**config.mk**
```make
export PLATFORM = sky130hd
export DESIGN_NAME = zol_seq
export DESIGN_NICKNAME = d
export VERILOG_FILES = /design/src/rtl/zol_pkg.sv /design/src/rtl/zol_lifo.sv /design/src/rtl/zol_addr_mux.sv /design/src/rtl/zol_seq.sv
export SDC_FILE = /design/constraint.sdc
export NUM_CORES = 1
export LEC_CHECK = 0
export ABC_CLOCK_PERIOD_IN_PS = 5020
export BUFFER_PORTS_ARGS = -buffer_cell sky130_fd_sc_hd__buf_2
export CORE_UTILIZATION = 35
export DETAILED_ROUTE_END_ITERATION = 12
export PLACE_DENSITY = 0.56
export SETUP_SLACK_MARGIN = 0.15
export SYNTH_ARGS = -nofsm -noshare
export SYNTH_HDL_FRONTEND = slang
export SYNTH_SLANG_ARGS = --single-unit
```
**constraint.sdc**
```tcl
create_clock -name clk -period 5.02 [get_ports clk]
set_clock_uncertainty 0.15 [all_clocks]
set_input_delay 0 -clock clk [delete_from_list [all_inputs] [get_ports clk]]
set_output_delay 0 -clock clk [all_outputs]
set_load 0.02 [all_outputs]
```
**src/rtl/zol_pkg.sv**
```systemverilog
package zol_pkg;

    typedef enum logic {
        ST_FLAT,
        ST_LOOP
    } seq_state_e;

    typedef enum logic [2:0] {
        FLOW_HOLD,
        FLOW_SEQ,
        FLOW_JUMP,
        FLOW_RET,
        FLOW_LOOPBACK
    } flow_e;

endpackage

```
**src/rtl/zol_lifo.sv**
```systemverilog
module zol_lifo #(
    parameter int W     = 8,
    parameter int DEPTH = 4
) (
    input  logic         clk,
    input  logic         rst_n,
    input  logic         push,
    input  logic         pop,
    input  logic         wr_top,
    input  logic [W-1:0] din,
    output logic [W-1:0] top,
    output logic         full,
    output logic         empty,
    output logic         single
);
    localparam int LVL_W = $clog2(DEPTH + 1);
    localparam int IDX_W = (DEPTH > 1) ? $clog2(DEPTH) : 1;

    logic [LVL_W-1:0] level_q;
    logic [W-1:0]     mem_q [DEPTH];
    logic [IDX_W-1:0] top_idx;
    logic [IDX_W-1:0] push_idx;

    assign top_idx  = IDX_W'(level_q - LVL_W'(1));
    assign push_idx = IDX_W'(level_q);
    assign full     = (level_q == LVL_W'(DEPTH));
    assign empty    = (level_q == '0);
    assign single   = (level_q == LVL_W'(1));
    assign top      = empty ? '0 : mem_q[top_idx];

    always_ff @(posedge clk) begin
        if (!rst_n) begin
            level_q <= '0;
        end else if (push && !full) begin
            level_q <= level_q + LVL_W'(1);
        end else if (pop && !empty) begin
            level_q <= level_q - LVL_W'(1);
        end
    end

    always_ff @(posedge clk) begin
        if (push && !full) begin
            mem_q[push_idx] <= din;
        end else if (wr_top && !empty) begin
            mem_q[top_idx] <= din;
        end
    end

endmodule

```
**src/rtl/zol_addr_mux.sv**
```systemverilog
module zol_addr_mux
    import zol_pkg::*;
#(
    parameter int ADDR_W = 14
) (
    input  flow_e             flow,
    input  logic [ADDR_W-1:0] cur_pc,
    input  logic [ADDR_W-1:0] target,
    input  logic [ADDR_W-1:0] ret_addr,
    input  logic [ADDR_W-1:0] loop_start,
    output logic [ADDR_W-1:0] next_pc
);
    always_comb begin
        unique case (flow)
            FLOW_HOLD:     next_pc = cur_pc;
            FLOW_JUMP:     next_pc = target;
            FLOW_RET:      next_pc = ret_addr;
            FLOW_LOOPBACK: next_pc = loop_start;
            default:       next_pc = cur_pc + ADDR_W'(1);
        endcase
    end

endmodule

```
**src/rtl/zol_seq.sv**
```systemverilog
module zol_seq
    import zol_pkg::*;
#(
    parameter int ADDR_W     = 14,
    parameter int CNT_W      = 16,
    parameter int PC_DEPTH   = 16,
    parameter int LOOP_DEPTH = 4
) (
    input  logic              clk,
    input  logic              rst_n,
    input  logic              stall,
    input  logic              cond_true,
    input  logic              jump_en,
    input  logic              call_en,
    input  logic              ret_en,
    input  logic              loop_en,
    input  logic [ADDR_W-1:0] target_addr,
    input  logic [ADDR_W-1:0] loop_last,
    input  logic [CNT_W-1:0]  loop_count,
    output logic [ADDR_W-1:0] fetch_addr,
    output logic              stk_overflow,
    output logic              stk_underflow
);
    localparam int FRAME_W = 2 * ADDR_W;

    seq_state_e state_q, state_d;
    flow_e      flow;

    logic [ADDR_W-1:0]  pc_q, pc_inc, next_pc;
    logic [ADDR_W-1:0]  ret_top, loop_start, loop_end;
    logic [FRAME_W-1:0] frame_top;
    logic [CNT_W-1:0]   cnt_top, cnt_din;
    logic pc_push, pc_pop, loop_push, loop_pop, cnt_wr;
    logic pc_full, pc_empty, pc_single;
    logic loop_full, loop_empty, loop_single;
    logic cnt_full, cnt_empty, cnt_single;
    logic ovf_d, unf_d, ovf_q, unf_q;
    logic at_end;

    assign pc_inc     = pc_q + ADDR_W'(1);
    assign loop_start = frame_top[FRAME_W-1:ADDR_W];
    assign loop_end   = frame_top[ADDR_W-1:0];
    assign at_end     = (state_q == ST_LOOP) && !loop_empty && !cnt_empty
                        && (pc_q == loop_end);
    assign cnt_din    = loop_push ? loop_count : cnt_top - CNT_W'(1);

    zol_lifo #(.W(ADDR_W), .DEPTH(PC_DEPTH)) u_pc_stk (
        .clk(clk), .rst_n(rst_n), .push(pc_push), .pop(pc_pop),
        .wr_top(1'b0), .din(pc_inc), .top(ret_top),
        .full(pc_full), .empty(pc_empty), .single(pc_single)
    );

    zol_lifo #(.W(FRAME_W), .DEPTH(LOOP_DEPTH)) u_loop_stk (
        .clk(clk), .rst_n(rst_n), .push(loop_push), .pop(loop_pop),
        .wr_top(1'b0), .din({pc_inc, loop_last}), .top(frame_top),
        .full(loop_full), .empty(loop_empty), .single(loop_single)
    );

    zol_lifo #(.W(CNT_W), .DEPTH(LOOP_DEPTH)) u_cnt_stk (
        .clk(clk), .rst_n(rst_n), .push(loop_push), .pop(loop_pop),
        .wr_top(cnt_wr), .din(cnt_din), .top(cnt_top),
        .full(cnt_full), .empty(cnt_empty), .single(cnt_single)
    );

    zol_addr_mux #(.ADDR_W(ADDR_W)) u_mux (
        .flow(flow), .cur_pc(pc_q), .target(target_addr),
        .ret_addr(ret_top), .loop_start(loop_start), .next_pc(next_pc)
    );

    // state register
    always_ff @(posedge clk) begin
        if (!rst_n) state_q <= ST_FLAT;
        else        state_q <= state_d;
    end

    // next-state decode
    always_comb begin
        state_d = state_q;
        unique case (state_q)
            ST_FLAT: if (loop_push)                state_d = ST_LOOP;
            ST_LOOP: if (loop_pop && loop_single) state_d = ST_FLAT;
            default: state_d = ST_FLAT;
        endcase
    end

    // flow and stack controls, fixed priority
    always_comb begin
        flow      = FLOW_SEQ;
        pc_push   = 1'b0;
        pc_pop    = 1'b0;
        loop_push = 1'b0;
        loop_pop  = 1'b0;
        cnt_wr    = 1'b0;
        ovf_d     = 1'b0;
        unf_d     = 1'b0;
        if (stall) begin
            flow = FLOW_HOLD;
        end else if (jump_en && cond_true) begin
            flow = FLOW_JUMP;
        end else if (call_en && cond_true) begin
            if (pc_full) ovf_d = 1'b1;
            else begin
                pc_push = 1'b1;
                flow    = FLOW_JUMP;
            end
        end else if (ret_en && cond_true) begin
            if (pc_empty) unf_d = 1'b1;
            else begin
                pc_pop = 1'b1;
                flow   = FLOW_RET;
            end
        end else if (loop_en) begin
            if (loop_full || cnt_full) ovf_d = 1'b1;
            else                       loop_push = 1'b1;
        end else if (at_end) begin
            if (cnt_top > CNT_W'(1)) begin
                flow   = FLOW_LOOPBACK;
                cnt_wr = 1'b1;
            end else begin
                loop_pop = 1'b1;
            end
        end
    end

    always_ff @(posedge clk) begin
        if (!rst_n) begin
            pc_q  <= '0;
            ovf_q <= 1'b0;
            unf_q <= 1'b0;
        end else begin
            pc_q  <= next_pc;
            ovf_q <= ovf_d;
            unf_q <= unf_d;
        end
    end

    assign fetch_addr    = pc_q;
    assign stk_overflow  = ovf_q;
    assign stk_underflow = unf_q;

endmodule

```
Word-level counts from Yosys, hierarchy flattened
Memory sizes are Yosys's and may differ from the RTL's.
Cells that the tools add are included.

word-level totals
  bits in registers = 28
  bits in writable memories = 400
  input port bits = 52
  memories kept = 3

operators by class
  add/sub/neg operators = 8
  magnitude comparators = 1
  equality and inequality tests = 8
  multiplexer cells = 70
  bitwise operators = 3
  reductions and logical operators = 31

memories
  name              depth  width  rd ports  clocked after memory_dff  write ports  line            source
  u_pc_stk.mem_q    16     14     1         0                         1            zol_lifo.sv:20  logic [W-1:0] mem_q [DEPTH];
  u_loop_stk.mem_q  4      28     1         0                         1            zol_lifo.sv:20
  u_cnt_stk.mem_q   4      16     1         0                         1            zol_lifo.sv:20

operator list
  operator                                                               count
  14-bit one-hot mux with 4 select lines                                 1
  16-bit two-way mux                                                     3
  1-bit two-way mux                                                      47
  3-bit two-way mux                                                      11
  28-bit two-way mux                                                     1
  16-bit by 1-bit > comparator with 1-bit output, second input constant  1
  16-bit OR reduction                                                    1
  16-bit by 1-bit subtractor with 16-bit output, second input constant   1
  14-bit by 1-bit adder with 14-bit output, second input constant        1
  14-bit equality test                                                   1
  1-bit logical AND                                                      14
  14-bit two-way mux                                                     1
  5-bit two-way mux                                                      2
  3-bit equality test, second input constant                             3
  3-bit logical NOT                                                      3
  3-bit by 1-bit adder with 3-bit output, second input constant          2
  3-bit by 2-bit equality test with 1-bit output, second input constant  2
  1-bit logical NOT                                                      6
  2-bit two-way mux                                                      3
  2-bit nonzero test                                                     3
  3-bit by 1-bit subtractor with 3-bit output, second input constant     2
  5-bit by 1-bit adder with 5-bit output, second input constant          1
  5-bit equality test, second input constant                             1
  5-bit logical NOT                                                      1
  7 further kinds                                                        9

Longest topological paths before layout
Gate-level depths: netlist of the first run.

  depth in word-level cells = 17
  depth in mapped cells = 18
  gate-level depth less buffers = 12

Hierarchy
From an unflattened synthesis of the first run, not the netlist that was laid out.

second synthesis, totals
  cell total of the unflattened synthesis = 1,139
  area, all modules = 18,931.9 um^2

modules (own cells, without submodules)
  module                  instances  cells an instance  area an instance (um^2)  seq. area each (um^2)
  zol_lifo at u_pc_stk    1          457                9,275.1                  6,826.5
  zol_lifo at u_loop_stk  1          222                4,595.7                  3,423.3
  zol_lifo at u_cnt_stk   1          143                2,747.6                  1,981.9
  zol_seq                 1          190                1,437.6                  340.3
  zol_addr_mux            1          127                875.8                    0.0

Least setup slack after synthesis of the first run
No wires, ideal clock.

  path kind = flip-flop to flip-flop
  from = reg u_loop_stk.level_q[0]
  to = mem u_cnt_stk.mem_q[0][0] in the netlist's numbering (enable)
  data arrival time = 4.388 ns
  required time = 4.456 ns
  path slack = 0.067 ns
  cell stages (with the launch flop) = 15
  path buffers = 5
  clock period less this slack = 4.953 ns
  path through = dfxtp_1 > buf_6 > buf_6 > buf_2 > inv_1 > ha_1 > buf_2 > mux4_2 > nor4b_2 > a22oi_1 > a22oi_2 > and4_1 > clkbuf_1 > nand3_1 > o31ai_1

between the ends
  word-level cells in the longest chain between the ends = 17

ends and longest elaborated chain
  what                                                                                     line                           source
  from (decl)                                                                              zol_lifo.sv:19                 logic [LVL_W-1:0] level_q;
  from (signal assigned)                                                                   zol_lifo.sv:35                 level_q <= level_q + LVL_W'(1);
  from (signal assigned)                                                                   zol_lifo.sv:37                 level_q <= level_q - LVL_W'(1);
  3-bit by 1-bit subtractor with 3-bit output / 3-bit logical NOT (equally long branches)  --
  memory 4 x 28 bit / 1-bit logical NOT (equally long branches)                            --
  28-bit two-way mux / 1-bit logical AND (equally long branches)                           zol_lifo.sv:29, zol_seq.sv:43
  14-bit equality test / 1-bit logical AND (equally long branches)                         zol_seq.sv:44, zol_seq.sv:43
  1-bit logical AND                                                                        zol_seq.sv:44                  && (pc_q == loop_end);
  1-bit two-way mux                                                                        zol_seq.sv:115                 end else if (at_end) begin
  1-bit two-way mux                                                                        zol_seq.sv:112                 end else if (loop_en) begin
  1-bit two-way mux                                                                        zol_seq.sv:106                 end else if (ret_en && cond_true) begin
  1-bit two-way mux                                                                        zol_seq.sv:100                 end else if (call_en && cond_true) begin
  1-bit two-way mux                                                                        zol_seq.sv:98                  end else if (jump_en && cond_true) begin
  1-bit two-way mux                                                                        zol_seq.sv:96                  if (stall) begin
  1-bit logical AND                                                                        zol_lifo.sv:44                 end else if (wr_top && !empty) begin
  1-bit two-way mux                                                                        zol_lifo.sv:44
  1-bit two-way mux                                                                        zol_lifo.sv:42                 if (push && !full) begin
  1-bit two-way mux (implied by the code)                                                  zol_lifo.sv:45                 mem_q[top_idx] <= din;
  16-bit OR reduction (no source line)                                                     --
  2-bit two-way mux (no source line) / 1-bit two-way mux (equally long branches)           --
  to (decl)                                                                                zol_lifo.sv:20

Parallel ways exist; a longest one is shown, timed or not.

Worst setup path in the final report of the first run
  from = reg u_pc_stk.level_q[0]
  to = reg pc_q[6], in the netlist fetch_addr[6]

between the ends
  word-level cells in the longest chain between the ends = 8

ends and longest elaborated chain
  what                                                        line            source
  from (decl)                                                 zol_lifo.sv:19
  from (signal assigned)                                      zol_lifo.sv:35
  from (signal assigned)                                      zol_lifo.sv:37
  branches (longest 8 deep; another with memory 16 x 14 bit)  --
  to (signal assigned)                                        zol_seq.sv:131  pc_q <= next_pc;
  to (decl)                                                   zol_seq.sv:29   logic [ADDR_W-1:0] pc_q, pc_inc, next_pc;

Several ways; the timed one is not identified.
A chain may end at the register's enable or synchronous reset.

==> flow_summary.toml, run 1 <==
[critical_path]
path_class = "reg2reg"
slowest_delay_ns = 0.61
crit_slowest_cell = "dfxtp_4"
end_kind = "flip-flop"
reg2reg_depth = 11
cp_top_family = "buffers and inverters"
regToRegStartpoint = "u_pc_stk.level_q[0]"
crit_path_max_fanout = 39
regToRegSetupSlack_ns = 0.54
cp-start-kind = "flip-flop"
crit_end = "fetch_addr[6]"
path_common_cell = "dlygate4sd3_1"
cp.arrival_ns = 4.81
crit_chain = "inv_1, ha_4, buf_12, mux4_2, nor2b_1, a211oi_1, a21oi_1, a221oi_1, dlygate4sd3_1, a31oi_1, dlygate4sd3_1"
crit_start = "u_pc_stk.level_q[0]"
rr_endpoint = "fetch_addr[6]"
path_depth = 11
critPathRequiredTime_ns = 5.35
worst-path-buf-inv = 4

[global_routing]
grt.busiest_layer = "met2"
overflow = 0
antenna_found_initial = 0
grt_use_met1_pct = 23.1
grt_use_met3_pct = 3.08
grt_pass1_wl_microns = 65600
grt.total_usage_pct = 16.4
met2_usage_pct = 25.7
grt_max_degree = 44
first_global_vias = 10600

[floorplan]
core-area_sq_um = 51300
dieArea_sq_um = 52800
start_util_pct = 35.4
rows = 83
io_pins = 68
die_width_microns = 230
die-height_microns = 230

[sta]
fin_tns_setup_ns = 0
period_needed_ns = 4.48
rsz0062_at_grt = "no"
relSlewSlack_pct = 19.6
tightest_slew_ns = 1.20
maxSlewViolCount = 0
final-hold-violation-count = 0
period_share_pct = 89.3
fin_hold_ws_ns = 0.0347
setup_viol = 0
fmax_mhz = 223

[cells_and_area]
final_cell_area_sq_um = 21700
layout.nets = 1286
fin_cells = 1933
nFillCells = 4611
antenna_cells = 0
area_growth_pct = 19.2
final_layout_size_suffix_gt1_share_pct = 23.5

[drt]
routedWlPerCell_microns = 22.0
viasPerCell = 5.36
first_iter_violations = 736
totalWireLength_microns = 42600
ant_nets = 0
drt-pass1-iter-count = 5
drc_errors = 0
routed-via-count = 10400

[logic_synthesis]
syn_area_per_cell_sq_um = 17.1
synth-edff-count = 400
ys_seq_elements = 428
synthArstFlopShare_pct = 0
synth_nets = 1128
syn_area_sq_um = 18200
synth_cells = 1060
synth_warnings = 0
ys_seq_area_share_pct = 69.2
ys_types = 63
yosys_most_used_dff = "edfxtp_1"

[placed_design]
place_hpwl_microns = 26400
dpl_cell_area_sq_um = 19400
portBuffers = 67
dpl.cell_count = 1776
gp_congestion = 0.805

[cts]
numCtsBuffers = 45
ctsHtreeMaxLevel = 2
cts_sinks = 428
clk_pin_slew_ns = 0.06
cts_root_buffer = "clkbuf_16"
clock_path_buffers = 3
tritoncts = "built"
clock_latency_ns = 0.59

[pwr]
power_mw = 8.09
p_leak_nw = 6.95
ir_drop_uv = 242
p_per_area_nw_per_um2 = 374

[status]
status = "completed"

[run]
cap_violations = 0

[hold_path]
worstHoldPathType = "in2reg"
## final cells by class
type	count	area (sq um)	share of cell area, %
clock buffers	49	1140	5.27
clock inverters	33	380	1.76
flip-flops and latches	428	12600	58.1
repair buffers	176	1350	6.25
multi-input cells	549	5290	24.4
well taps	680	851	3.93
inverters	18	67.6	0.312
## synth_stat cells (6+ instances only)
cell type,number,share of area [%]
a211oi_1,16,0.66
a21oi_1,33,0.91
a221oi_1,17,0.82
a31oi_1,13,0.45
and2_1,17,0.59
and3_1,9,0.31
buf_1,6,0.12
buf_2,16,0.44
clkbuf_1,37,0.76
dfxtp_1,28,3.1
edfxtp_1,400,66
ha_1,16,1.1
inv_1,17,0.35
mux2i_1,19,1.0
mux4_2,99,12
nand2_1,57,1.2
nand2b_1,6,0.21
nand3_1,23,0.63
nand4_1,10,0.34
nor2_1,30,0.62
nor2b_1,17,0.59
nor3_1,17,0.47
o21ai_0,28,0.77
o311ai_0,9,0.43
o31ai_1,8,0.33
or4_1,9,0.37
xnor2_1,17,0.82
xor2_1,11,0.53
## kinds of logic (layout without fill, tap and decap cells)
logic type,count (synthesis),count (layout),synth area share (%)
xor+xnor,28,28,1.35
simple gates,217,217,6.30
buf+inv,83,276,2.00
flops,428,428,69.2
fa+ha+maj,16,16,1.10
mux,119,119,13.5
compound gates,169,169,6.59
## worst min path at each step
stage                        startpoint                      end  slack [ns]  cells past startpoint
after global routing       loop_last[9]   u_loop_stk.mem_q[3][9]        0.03                      2
after detailed placement   loop_last[2]   u_loop_stk.mem_q[3][2]        0.07                      1
after floorplan            loop_last[0]   u_loop_stk.mem_q[0][0]       -0.05                      0
after CTS                  loop_last[5]   u_loop_stk.mem_q[2][5]       0.002                      2
final                      loop_last[9]   u_loop_stk.mem_q[3][9]        0.03                      2
after global placement    loop_last[10]  u_loop_stk.mem_q[0][10]        0.07                      1
## through the flow
stage                     utilization [%]  setup slack (ns)
after floorplan                         -            0.0671
after global routing                 42.2             0.190
after detailed placement             37.8             0.411
after global placement               37.8             0.548
final                                42.2             0.539
after CTS                            42.2             0.193
## where the power goes
group          internal [mW]  switching (mW)  leakage (nW)
logic                  0.268           0.409          2.35
registers               3.98          0.0365          3.87
clock network           1.97            1.43         0.740
total                   6.22            1.87          6.95
## state kept, by name, indices dropped and copies added, names as in the netlist
signal	cells
u_pc_stk.mem_q	224
u_loop_stk.mem_q	112
u_cnt_stk.mem_q	64
fetch_addr	14
u_pc_stk.level_q	5
u_cnt_stk.level_q	3
u_loop_stk.level_q	3
state_q	1
stk_overflow	1
stk_underflow	1
## cell usage in the layout (no fill, tap or decap), types with 6 or more instances in the layout
cell           synthesis  layout
or4_1                  9       9
buf_4                  2      33
nor2_1                30      29
o21ai_0               28      28
nor3_1                17      17
ha_1                  16      14
clkinv_2               0      10
a31oi_1               13      13
a21oi_1               33      33
inv_1                 17      17
and3_1                 9       9
mux2i_1               19      19
and2_1                17      17
mux4_2                99      99
dfxtp_1               28      26
nand4_1               10      10
a221oi_1              17      17
nor2b_1               17      17
buf_2                 16      67
a211oi_1              16      16
clkbuf_16              0      45
nand2_1               57      57
xor2_1                11      11
bufinv_16              0       6
nand3_1               23      23
clkinv_1               1      11
nand2b_1               6       6
dlygate4sd3_1          0      75
edfxtp_1             400     400
xnor2_1               17      15
o311ai_0               9       9
## layer usage
metal	routed length, microns	part of all wire, %
met5	0	0
met4	963	2.3
met3	2410	5.6
met2	20000	47
met1	19300	45
## what timing repair did
item | 4_1_cts | 5_1_grt
hold buffers | 75 | 0
hold endpoints to repair | 144 | 0
setup endpoints to repair | 0 | 35
buffers inserted | 0 | 0
resized for setup | 0 | 3
Power figures use the tool's default switching activity.
==> run 2: changes to the inputs <==
- CAP_MARGIN: not set -> 20
- CORE_UTILIZATION: 35 -> 56
- PLACE_DENSITY: 0.56 -> 0.8
==> run 2 against run 1 <==
Against the previous run:
- flip-flop and latch count stayed put
- non-clock buffer count is 14 lower
- register-to-register slack worse by 0.16 ns
- utilization is 24 points higher
- clock power is 7.6% lower
- critical path depth is 1 higher
- global-route usage is 8.9 points higher
- count of clock-buffer cells in the layout stayed put
- routed wire length is 3.2% lower
- die area is 37% lower
- total power is 3.4% lower
- design area is 3.0% lower
- largest cell class unchanged
- largest power group unchanged
==> flow_summary.toml, run 2 (synthesis gave the netlist of run 1 again) <==
[cells_and_area]
layout.nets = 1269
top_register = "u_pc_stk.mem_q"
area_growth_pct = 15.7
reg_top3 = "u_pc_stk.mem_q x224, u_loop_stk.mem_q x112, u_cnt_stk.mem_q x64"
antenna_cells = 0
final_layout_size_suffix_gt1_share_pct = 23.2
layout_common_cells = "400 x edfxtp_1, 99 x mux4_2, 67 x buf_2"
final_common_cell = "edfxtp_1"
nFillCells = 2067
largest_register_ffs = 224

[pwr]
p_sw_share_pct = 22.4
power_switching_mw = 1.75
power_mw = 7.82
p_seq_share_pct = 51.3
intPower_mw = 6.07
clockPowerShare_pct = 40.2
power_frac_comb_pct = 8.5
p_leak_nw = 6.83
p_per_area_nw_per_um2 = 372
ir_drop_uv = 351

[floorplan]
core-area_sq_um = 31700
rows = 65
die_width_microns = 182
io_pins = 68
dieArea_sq_um = 33200
die-height_microns = 182
start_util_pct = 57.3

[drt]
ant_nets = 0
routed-via-count = 10700
drt-pass1-iter-count = 6
wl_met3_microns = 2980
routedWlPerCell_microns = 25.2
top_layer = "met4"
wl_met2_microns = 20200
totalWireLength_microns = 41200
viasPerCell = 6.56
drc_errors = 0
first_iter_violations = 1063
met1_length_microns = 16600

[sta]
maxSlewViolCount = 0
setup_viol = 0
period_share_pct = 92.4
fmax_mhz = 216
tightest_slew_ns = 1.12
final-hold-violation-count = 0
period_needed_ns = 4.64
rsz0062_at_grt = "no"
relSlewSlack_pct = 24.8
fin_tns_setup_ns = 0

[global_routing]
antenna_found_initial = 0
overflow = 0
grt_pass1_wl_microns = 62800
first_global_vias = 10700
grt.total_usage_pct = 25.3
grt_max_degree = 43

[cts]
cts_sinks = 428
ctsHtreeMaxLevel = 2
clk_pin_slew_ns = 0.06
clock_latency_ns = 0.55
numCtsBuffers = 42
clock_path_buffers = 3
tritoncts = "built"
cts_root_buffer = "clkbuf_16"

[critical_path]
critPathRequiredTime_ns = 5.36
crit_path_max_fanout = 25
end_kind = "flip-flop"
worst-path-buf-inv = 3
crit_slowest_cell = "ha_2"
slowest_delay_ns = 0.72
crit_chain = "inv_1, ha_2, mux4_2, and2_1, inv_1, ha_1, nor2_1, nor3_1, and2b_1, o311ai_0, a31oi_1, dlygate4sd3_1"
regToRegStartpoint = "u_cnt_stk.level_q[1]"
cp-start-kind = "flip-flop"
cp.arrival_ns = 4.98
crit_start = "u_cnt_stk.level_q[1]"
cp_top_family = "simple AND/OR/NAND/NOR gates"
path_class = "reg2reg"
path_common_cell = "inv_1"

[run]
cap_violations = 0

[placed_design]
place_hpwl_microns = 24600
gp_congestion = 0.860
portBuffers = 67

[hold_path]
min_from = "call_en"
worstHoldPathType = "in2reg"

[status]
status = "completed"
run 2: timing repair:
item	CTS	global route
buffers inserted	0	0
resized for setup	0	2
endpoints found under the hold margin	142	0
hold buffers	61	0
setup endpoints to repair	0	3
run 2: through the flow:
stage          setup slack, ns  cell area, sq um  util (%)  hold slack [ns]  cells
6_report                 0.380             21000      66.3           0.0391   1637
5_1_grt                  0.151             21000      66.3           0.0671   1637
4_1_cts                  0.188             21000      66.2           0.0161   1636
3_5_place_dp             0.752             19000      59.9           0.0663   1497
3_3_place_gp             0.955             19000      59.9           0.0632   1497
2_1_floorplan           0.0671             18200         -          -0.0511   1060
run 2: power by group through the flow:
stage | Clock (mW) | Combinational, mW | Sequential (mW)
5_1_grt | 3.30 | 0.716 | 4.01
3_5_place_dp | 0 | 0.613 | 4.09
3_3_place_gp | 0 | 0.591 | 4.08
2_1_floorplan | 0 | 0.415 | 4.08
6_report | 3.14 | 0.667 | 4.01
4_1_cts | 3.16 | 0.657 | 4.01
run 2: worst min-delay path, cell delays in order:
cell and delay, ns:
buf_2 0.13, or3_1 0.15, nor3_1 0.13, mux2i_1 0.19, a21oi_1 0.08
run 2: final cells by class:
cell class	count	area, sq um	area share [%]
clock buffers	49	1100	5.23
clock inverters	29	277	1.32
inverters	18	67.6	0.322
multi-input cells	549	5290	25.2
flip-flops and latches	428	12600	59.9
well taps	402	503	2.39
repair buffers	162	1200	5.73
run 2: layer usage:
layer	up-vias	GRT usage (%)
met2	554	40.8
met5	-	0
met3	118	4.25
met1	5466	34.9
met4	0	10.1
li1	4608	-
run 2: worst paths after layout:
check | to | slack, ns | cells past startpoint
worst max-delay path | fetch_addr[6] | 0.38 | 12
worst min-delay path | u_pc_stk.level_q[1] | 0.04 | 5
worst max register to register | fetch_addr[6] | 0.38 | 12
worst min register to register | state_q | 0.36 | 2
==> run 3: changes to the inputs <==
- ABC_CLOCK_PERIOD_IN_PS: 5020 -> 4300
- CORE_UTILIZATION: 56 -> 62
- PLACE_DENSITY: 0.8 -> 0.84
- clock period: 5.02 -> 4.3 ns (I/O delays scaled with it)
==> run 3 against run 2 <==
Against the previous run:
- hold slack got worse by 0.013 ns
- maximum frequency up 17%
- non-clock buffer count grew 3
- critical path depth shrank 2
- routed wire length up 4.4%
- global-route usage increased by 4.0 points
- sequential share of layout area fell by 0.16 points
- register-to-register slack got worse by 0.05 ns
- final cell count shrank 1.0%
- first-iteration DRC count up 31%
- combinational power rose by 19%
- design area up 0.27%
- highest routed layer unchanged
==> flow_summary.toml, run 3 (synthesis gave the netlist of run 1 again) <==
[placed_design]
place_hpwl_microns = 25000
portBuffers = 67
gp_congestion = 0.839
dpl_cell_area_sq_um = 19100

[drt]
ant_nets = 0
viasPerCell = 6.79
drc_errors = 0
routed-via-count = 11000
drt-pass1-iter-count = 6
routedWlPerCell_microns = 26.6
first_iter_violations = 1392
totalWireLength_microns = 43100

[pwr]
p_per_area_nw_per_um2 = 433
p_sw_share_pct = 22.7
clockPowerShare_pct = 40.0
ir_drop_uv = 460
power_mw = 9.13
power_switching_mw = 2.07
p_leak_nw = 6.85
p_seq_share_pct = 51.3
power_frac_comb_pct = 8.7
intPower_mw = 7.06

[cts]
ctsHtreeMaxLevel = 2
clock_latency_ns = 0.55
cts_root_buffer = "clkbuf_16"
clk_pin_slew_ns = 0.07
cts_sinks = 428
clock_path_buffers = 3
tritoncts = "built"
numCtsBuffers = 42

[cells_and_area]
final_layout_size_suffix_gt1_share_pct = 24.2
final_common_cell = "edfxtp_1"
largest_register_ffs = 224
top_register = "u_pc_stk.mem_q"
antenna_cells = 0
reg_top3 = "u_pc_stk.mem_q x224, u_loop_stk.mem_q x112, u_cnt_stk.mem_q x64"
area_growth_pct = 16.0
final_cell_area_sq_um = 21100
layout.nets = 1272
layout_common_cells = "400 x edfxtp_1, 99 x mux4_2, 67 x buf_2"
nFillCells = 1575

[sta]
setup_viol = 0
period_share_pct = 92.4
maxSlewViolCount = 0
relSlewSlack_pct = 33.7
rsz0062_at_grt = "no"
fmax_mhz = 252
tightest_slew_ns = 0.994
final-hold-violation-count = 0
fin_tns_setup_ns = 0
period_needed_ns = 3.97

[global_routing]
grt_pass1_wl_microns = 65600
first_global_vias = 11000
grt.total_usage_pct = 29.4
grt_max_degree = 47
antenna_found_initial = 0
overflow = 0

[floorplan]
start_util_pct = 63.1
rows = 62
core-area_sq_um = 28800
die_width_microns = 173
io_pins = 68
die-height_microns = 173
dieArea_sq_um = 30000

[critical_path]
slowest_delay_ns = 0.48
crit_slowest_cell = "ha_1"
path_common_cell = "buf_4"
critPathRequiredTime_ns = 4.43
cp-start-kind = "flip-flop"
crit_path_max_fanout = 16
end_kind = "flip-flop"
cp.arrival_ns = 4.10
crit_chain = "inv_1, ha_1, buf_4, mux4_2, o41a_1, nor3_1, nand2b_1, nand3_4, o31ai_4, buf_4"
path_class = "reg2reg"

[hold_path]
worstHoldPathType = "in2reg"

[run]
cap_violations = 0

[status]
status = "completed"
## run 3: layout make-up
class                      instances  area (sq um)  share of cell area (%)
inverter                          18          67.6                   0.321
tap                              384           480                    2.28
clock inverter                    26           284                    1.35
sequential                       428         12600                    59.7
clock buffer                      50          1080                    5.13
multi-input combinational        549          5330                    25.3
timing repair buffer             165          1250                    5.93
## run 3: layer usage
| layer | global-route usage [%] | share of wire (%) |
|---|---|---|
| met3 | 4.22 | 9.4 |
| met2 | 47.6 | 49 |
| met5 | 0 | 0 |
| met1 | 40.8 | 38 |
| met4 | 11.9 | 3.4 |
## run 3: through the flow
stage	instances	utilization (%)	hold slack [ns]	setup slack, ns
after global placement	1487	66.5	0.0618	0.528
after global routing	1620	73.2	0.0244	0.190
after CTS	1619	73.2	0.0205	0.299
final	1620	73.2	0.0256	0.328
after floorplan	1060	-	-0.0511	0.197
after detailed placement	1488	66.5	0.0721	0.423
## run 3: power by group through the flow
| stage | Combinational, mW | Clock [mW] | Sequential [mW] |
|---|---|---|---|
| finish | 0.797 | 3.65 | 4.68 |
| global route | 0.852 | 3.82 | 4.68 |
| CTS | 0.782 | 3.66 | 4.68 |
| detailed placement | 0.731 | 0 | 4.77 |
| global placement | 0.702 | 0 | 4.76 |
| floorplan | 0.491 | 0 | 4.76 |
## run 3: what timing repair did
action | 4_1_cts | 5_1_grt
hold buffers | 55 | 0
setup buffers | 0 | 0
resized for setup | 0 | 2
endpoints found under the setup margin | 0 | 9
endpoints found under the hold margin | 150 | 0
## run 3: critical path: cells and delay by family, from the launching register on
kind | cells | cell delay, ns
AND/OR/NAND/NOR | 3 | 1.06
AO/OA/AOI/OAI | 2 | 0.57
flip-flops | 1 | 0.42
adder cells (fa/ha/maj) | 1 | 0.48
multiplexers | 1 | 0.38
buffers and inverters | 3 | 0.63
## run 3: path summary, 6_finish.rpt
check,from,endpoint,slack [ns],cells past startpoint
worst min register to register,u_cnt_stk.level_q[2],u_cnt_stk.level_q[2],0.35,2
worst min-delay path,target_addr[7],fetch_addr[7],0.03,4
worst max-delay path,u_cnt_stk.level_q[1],u_cnt_stk.mem_q[0][1],0.33,10
worst max register to register,u_cnt_stk.level_q[1],u_cnt_stk.mem_q[0][1],0.33,10
